### src/rtl/blsw_pkg.sv
package blsw_pkg;

    typedef enum logic [0:0] {
        WR_WATCH = 1'b0,
        WR_ARMED = 1'b1
    } wr_state_e;

    typedef enum logic [1:0] {
        MIR_HORZ  = 2'b00,
        MIR_VERT  = 2'b01,
        MIR_ONE_A = 2'b10,
        MIR_ONE_B = 2'b11
    } mirror_e;

    // Register bit that selects the one-screen nametable page
    localparam int NT_BIT  = 3;
    // Lowest register bit of the program bank field
    localparam int PRG_LSB = 4;

    // Register bit that feeds character address line i (i = 0 is A13)
    function automatic int chr_src_bit(input int i);
        return (i < 3) ? i : 7;
    endfunction

endpackage

### src/rtl/blsw_write_fsm.sv
module blsw_write_fsm
    import blsw_pkg::*;
#(
    parameter int DATA_W = 8
) (
    input  logic              clk,
    input  logic              rst_n,
    input  logic              romsel_n,
    input  logic              rw,
    input  logic [DATA_W-1:0] din,
    output logic              load,
    output logic [DATA_W-1:0] load_data
);

    wr_state_e         state_q, state_d;
    logic [DATA_W-1:0] hold_q;
    logic              hold_en;

    // State register
    always_ff @(posedge clk or negedge rst_n) begin
        if (!rst_n) begin
            state_q <= WR_WATCH;
        end else begin
            state_q <= state_d;
        end
    end

    // Data sampled while the write strobe is low
    always_ff @(posedge clk or negedge rst_n) begin
        if (!rst_n) begin
            hold_q <= '0;
        end else if (hold_en) begin
            hold_q <= din;
        end
    end

    // Next state and outputs
    always_comb begin
        state_d = state_q;
        load    = 1'b0;
        hold_en = 1'b0;
        unique case (state_q)
            WR_WATCH: begin
                if (!romsel_n && !rw) begin
                    // arm
                    hold_en = 1'b1;
                    state_d = WR_ARMED;
                end
            end
            WR_ARMED: begin
                if (romsel_n) begin
                    // abandon
                    state_d = WR_WATCH;
                end else if (rw) begin
                    // commit
                    load    = 1'b1;
                    state_d = WR_WATCH;
                end else begin
                    // hold
                    hold_en = 1'b1;
                end
            end
            default: state_d = WR_WATCH;
        endcase
    end

    assign load_data = hold_q;

endmodule

### src/rtl/blsw_bank_reg.sv
module blsw_bank_reg #(
    parameter int DATA_W = 8
) (
    input  logic              clk,
    input  logic              rst_n,
    input  logic              load,
    input  logic [DATA_W-1:0] load_data,
    output logic [DATA_W-1:0] bank_q
);

    always_ff @(posedge clk or negedge rst_n) begin
        if (!rst_n) begin
            bank_q <= '0;
        end else if (load) begin
            bank_q <= load_data;
        end
    end

endmodule

### src/rtl/blsw_addr_map.sv
module blsw_addr_map
    import blsw_pkg::*;
#(
    parameter int DATA_W    = 8,
    parameter int PRG_LINES = 3,
    parameter int CHR_LINES = 4
) (
    input  logic [DATA_W-1:0]    bank_q,
    input  logic                 cpu_a14,
    input  logic                 ppu_a13,
    input  logic                 ppu_rd_n,
    input  logic                 cfg_chr_ram,
    output logic [PRG_LINES-1:0] prg_bank_a,
    output logic [CHR_LINES-1:0] chr_bank_a,
    output logic                 chr_cs_n
);

    // The upper window is forced to the last bank by OR gates
    for (genvar i = 0; i < PRG_LINES; i++) begin : g_prg
        assign prg_bank_a[i] = cpu_a14 | bank_q[PRG_LSB + i];
    end

    for (genvar i = 0; i < CHR_LINES; i++) begin : g_chr
        localparam int SRC = chr_src_bit(i);
        assign chr_bank_a[i] = bank_q[SRC];
    end

    // With RAM fitted, the read strobe input of the OR gate is grounded
    logic rd_term;
    assign rd_term  = ppu_rd_n & ~cfg_chr_ram;
    assign chr_cs_n = rd_term | ppu_a13;

endmodule

### src/rtl/blsw_nt_select.sv
module blsw_nt_select
    import blsw_pkg::*;
(
    input  logic [1:0] cfg_mirror,
    input  logic       ppu_a10,
    input  logic       ppu_a11,
    input  logic       one_screen_page,
    output logic       vram_a10
);

    mirror_e mode;
    assign mode = mirror_e'(cfg_mirror);

    always_comb begin
        unique case (mode)
            MIR_HORZ:  vram_a10 = ppu_a11;
            MIR_VERT:  vram_a10 = ppu_a10;
            MIR_ONE_A,
            MIR_ONE_B: vram_a10 = one_screen_page;
            default:   vram_a10 = ppu_a10;
        endcase
    end

endmodule

### src/rtl/bank_latch_ctrl.sv
module bank_latch_ctrl
    import blsw_pkg::*;
#(
    parameter int DATA_W    = 8,
    parameter int PRG_LINES = 3,
    parameter int CHR_LINES = 4
) (
    input  logic                 clk,
    input  logic                 rst_n,
    input  logic [DATA_W-1:0]    cpu_d,
    input  logic                 cpu_romsel_n,
    input  logic                 cpu_a14,
    input  logic                 cpu_rw,
    input  logic                 ppu_a10,
    input  logic                 ppu_a11,
    input  logic                 ppu_a13,
    input  logic                 ppu_rd_n,
    input  logic [1:0]           cfg_mirror,
    input  logic                 cfg_chr_ram,
    output logic [PRG_LINES-1:0] prg_bank_a,
    output logic [CHR_LINES-1:0] chr_bank_a,
    output logic                 chr_cs_n,
    output logic                 vram_a10
);

    logic              load;
    logic [DATA_W-1:0] load_data;
    logic [DATA_W-1:0] bank_q;

    blsw_write_fsm #(.DATA_W(DATA_W)) u_wr (
        .clk       (clk),
        .rst_n     (rst_n),
        .romsel_n  (cpu_romsel_n),
        .rw        (cpu_rw),
        .din       (cpu_d),
        .load      (load),
        .load_data (load_data)
    );

    blsw_bank_reg #(.DATA_W(DATA_W)) u_reg (
        .clk       (clk),
        .rst_n     (rst_n),
        .load      (load),
        .load_data (load_data),
        .bank_q    (bank_q)
    );

    blsw_addr_map #(
        .DATA_W    (DATA_W),
        .PRG_LINES (PRG_LINES),
        .CHR_LINES (CHR_LINES)
    ) u_map (
        .bank_q      (bank_q),
        .cpu_a14     (cpu_a14),
        .ppu_a13     (ppu_a13),
        .ppu_rd_n    (ppu_rd_n),
        .cfg_chr_ram (cfg_chr_ram),
        .prg_bank_a  (prg_bank_a),
        .chr_bank_a  (chr_bank_a),
        .chr_cs_n    (chr_cs_n)
    );

    blsw_nt_select u_nt (
        .cfg_mirror      (cfg_mirror),
        .ppu_a10         (ppu_a10),
        .ppu_a11         (ppu_a11),
        .one_screen_page (bank_q[NT_BIT]),
        .vram_a10        (vram_a10)
    );

endmodule

### config.mk
export PLATFORM = sky130hd
export DESIGN_NAME = bank_latch_ctrl
export DESIGN_NICKNAME = d
export VERILOG_FILES = /design/src/rtl/blsw_pkg.sv /design/src/rtl/blsw_write_fsm.sv /design/src/rtl/blsw_bank_reg.sv /design/src/rtl/blsw_addr_map.sv /design/src/rtl/blsw_nt_select.sv /design/src/rtl/bank_latch_ctrl.sv
export SDC_FILE = /design/constraint.sdc
export NUM_CORES = 1
export LEC_CHECK = 0
export BUFFER_PORTS_ARGS = -buffer_cell sky130_fd_sc_hd__clkbuf_2
export CELL_PAD_IN_SITES_DETAIL_PLACEMENT = 2
export CELL_PAD_IN_SITES_GLOBAL_PLACEMENT = 2
export CORE_ASPECT_RATIO = 0.8
export CORE_MARGIN = 4
export CORE_UTILIZATION = 29
export DETAILED_ROUTE_END_ITERATION = 10
export PLACE_DENSITY_LB_ADDON = 0.25
export SYNTH_ARGS = -nofsm -noshare
export SYNTH_HDL_FRONTEND = slang
export SYNTH_SLANG_ARGS = --single-unit
### constraint.sdc
create_clock -name clk -period 1.2 [get_ports clk]
set_input_delay 0.06 -clock clk [delete_from_list [all_inputs] [get_ports clk]]
set_output_delay 0.06 -clock clk [all_outputs]
set_load 0.01 [all_outputs]
==> results list <==
- The run finished with clean final reports.
* Seq cells post-synth: 17
* First-pass GRT wire length: 2530 µm
- Overall power: 1.41 mW
* Standard-cell row count: 15
- Relative to the synthesized area, the layout overhead comes to 42.7%.
- Biggest fanout along the worst timing path: 9
- Synthesized cell area: 716 µm²
- Most frequent cells in the layout: sky130_fd_sc_hd__clkbuf_2 (26), sky130_fd_sc_hd__dfrtp_1 (17), sky130_fd_sc_hd__mux2_2 (16), sky130_fd_sc_hd__dlygate4sd3_1 (10), sky130_fd_sc_hd__clkbuf_4 (3)
- STA classifies the critical path endpoint as a flop.
* Setup clock skew after layout: 9.92 ps
- The final number of hold-violating endpoints is 0.
- Pwr Density: 1380 nW/µm²
* Number of warnings issued by yosys: 0
- In this run the number of H-tree levels came out at 1.
- Setup total negative slack on the finished layout was measured at 0 ps.
- After technology mapping, the gate count stands at 47.
- The die covers 3330 µm².
- Die extent in y: 52.4 µm
* Routed via count divided by cell count: 4.59
- The critical path is of the input port to flop type.
* Sink count of the clock tree: 17
- Total setup violations reported at the end of the flow: 0
* Number of antenna-violating nets in the routed design: 0
- Average cell area after synthesis: 15.2 µm²
- Clock insertion delay at the later pin of the skew report: 290 ps
- DRC violation total after the first TritonRoute iteration: 3
* Data arrival at the endpoint of the critical path: 1330 ps
- Worst hold slack across all endpoints: 134 ps
* Via Count: 509
- Counting every net in the synthesized netlist gives 67.
- DIE WIDTH: 63.5 µm
- The number of clock buffers added by TritonCTS is 3.
- The number of antenna diodes in the final layout is 0.
- Max-cap violations: 0
* GRT Resource Usage Total: 10.2%
- Port Buffer Count: 28
* DRC errors left: 0
* Peak Freq: 862 MHz
- Buffer levels on the longest clock path: 2
- Setup repair after global routing missed its margin: no
- Number of cells traversed by the worst hold path: 3
* Slew at the pin closest to its max-slew limit: 416 ps
- Setup slack closes at 39.6 ps.
- Fraction of layout instances using a drive strength above 1: 61.6%
* Vias in the first global route: 588
- The worst pin sits at a relative slew slack of 72.3%.
- After floorplanning, the core was sized to cover 2250 µm².
* Total routed wirelength: 1470 µm
* Static leakage power: 0.506 nW
* Clock tree from TritonCTS: built
* Dpl cell area: 857 µm²
- R2r startpoint: u_wr.state_q$_DFF_PN0_
* Routed WL per cell: 13.2 µm
- GRT Residual Overflow: 0
* Share of synthesized area occupied by flip-flops and latches: 59.4%
- The worst register-to-register path has a depth of 2.
- Filler cell count in the final layout: 228
- The initial antenna violation count came to 0.
- Number of library cell types mapped by synthesis: 11
- Endpoint with the worst hold slack: u_wr.state_q$_DFF_PN0_
- Critical path launch point type: input port
- Root buffer cell: sky130_fd_sc_hd__clkbuf_4
- Clock-pin slew was measured on the worst setup and hold paths at 90 ps.
- Entering global routing, the biggest net connects 18 pins.
- The library cell used most frequently in the layout, excluding fill and tap cells, is sky130_fd_sc_hd__clkbuf_2.
* Period Utilization, post-route: 96.7%
* Initial standard-cell utilization of the core: 31.8%
* Share of the synthesized area in the top cell type: 59.4%
* Routability cong.: 0.637
- Hold path start: cpu_rw
- Crit path time final: 1160 ps
* Nets: 107
- Maximum ir drop on the vdd rail: 0.528 mV
- By area the synthesized netlist is led by sky130_fd_sc_hd__dfrtp_1 (59%), sky130_fd_sc_hd__mux2_2 (25%), sky130_fd_sc_hd__buf_4 (4.2%).
- Of all cell types, the one taking the most synthesized area is sky130_fd_sc_hd__dfrtp_1.
- Worst reg2reg setup slack: 190 ps
- Max-slew violation total from the final report: 0
* Final core utilization: 45.3%
* Total I/O pin count: 29
* First-pass DRT Iterations: 2
* DP Worst Slack: 199 ps
- The worst register-to-register path ends at u_reg.bank_q[4]$_DFFE_PN0P_.
- At the worst endpoint, the required time is 1370 ps.
- Post-Layout Cell Count: 111
* Worst min-delay path category: input port to flop
- Finished layout cell area: 1020 µm²
- In this run, placement finished with an instance count of 96.
## what timing repair did
| item | in CTS | in global routing |
|---|---|---|
| endpoints found under the hold margin | 26 | 0 |
| gates resized for setup | 0 | 6 |
| endpoints found under the setup margin | 0 | 6 |
| setup buffers | 0 | 1 |
| hold buffers | 10 | 0 |
## worst max path at each step
stage,start,end,depth (start not counted)
after detailed placement,u_wr.state_q$_DFF_PN0_,u_reg.bank_q[7]$_DFFE_PN0P_,2
after global placement,u_wr.state_q$_DFF_PN0_,u_reg.bank_q[6]$_DFFE_PN0P_,2
after CTS,cpu_romsel_n,u_wr.load_data[4]$_DFFE_PN0P_,4
after global routing,u_reg.bank_q[4]$_DFFE_PN0P_,prg_bank_a[0],2
final,cpu_romsel_n,u_wr.load_data[4]$_DFFE_PN0P_,5
after floorplan,u_wr.state_q$_DFF_PN0_,u_reg.bank_q[0]$_DFFE_PN0P_,2
## cell type report
cell class                      count  area (µm²)  area share [%]
Inverter                            1        3.75           0.368
Clock buffer                        4        26.3            2.57
Tap cell                           25        31.3            3.06
Sequential cell                    17         425            41.7
Multi-Input combinational cell     25         262            25.6
Timing Repair Buffer               39         273            26.7
## cells by family after synthesis
logic type	synth area share (%)
muxes	26.6
DFF	59.4
and+or+nand+nor	7.52
buffers and inverters	4.72
AOI/OAI and AO/OA	1.75
## state kept, by name, summed over array words and instances, names as in the netlist
signal / cells
u_reg.bank_q: 8
u_wr.load_data: 8
u_wr.state_q: 1
## power breakdown
part           internal, mW  switching [mW]  leakage [nW]  total [mW]
clock                 0.129           0.164        0.0150       0.294
combinational         0.226           0.136         0.288       0.362
sequential            0.695          0.0613         0.203       0.757
## metal layers
| layer | share of wire, % | track usage (%) | up-vias | routed length, µm |
|---|---|---|---|---|
| met3 | 8.0 | 5.15 | 0 | 117 |
| met1 | 40 | 9.63 | 251 | 583 |
| li1 | - | - | 236 | - |
| met2 | 52 | 19.4 | 22 | 764 |
| met4 | 0 | 3.23 | 0 | 0 |
| met5 | 0 | 0 | - | 0 |
## synthesized netlist by cell type, drive strengths merged
library cell,instances
nand3b,1
nand2,1
dfrtp,17
mux2,16
nor2,1
buf,4
o21ai,1
mux2i,1
a21o,1
inv,1
or2,3
## worst max-delay path: stages
cell and delay, ps:
sky130_fd_sc_hd__dlygate4sd3_1 540, sky130_fd_sc_hd__clkbuf_2 140, sky130_fd_sc_hd__nor2_4 120, sky130_fd_sc_hd__buf_12 140
sky130_fd_sc_hd__mux2_2 330
(Power assumes the default switching activity.)
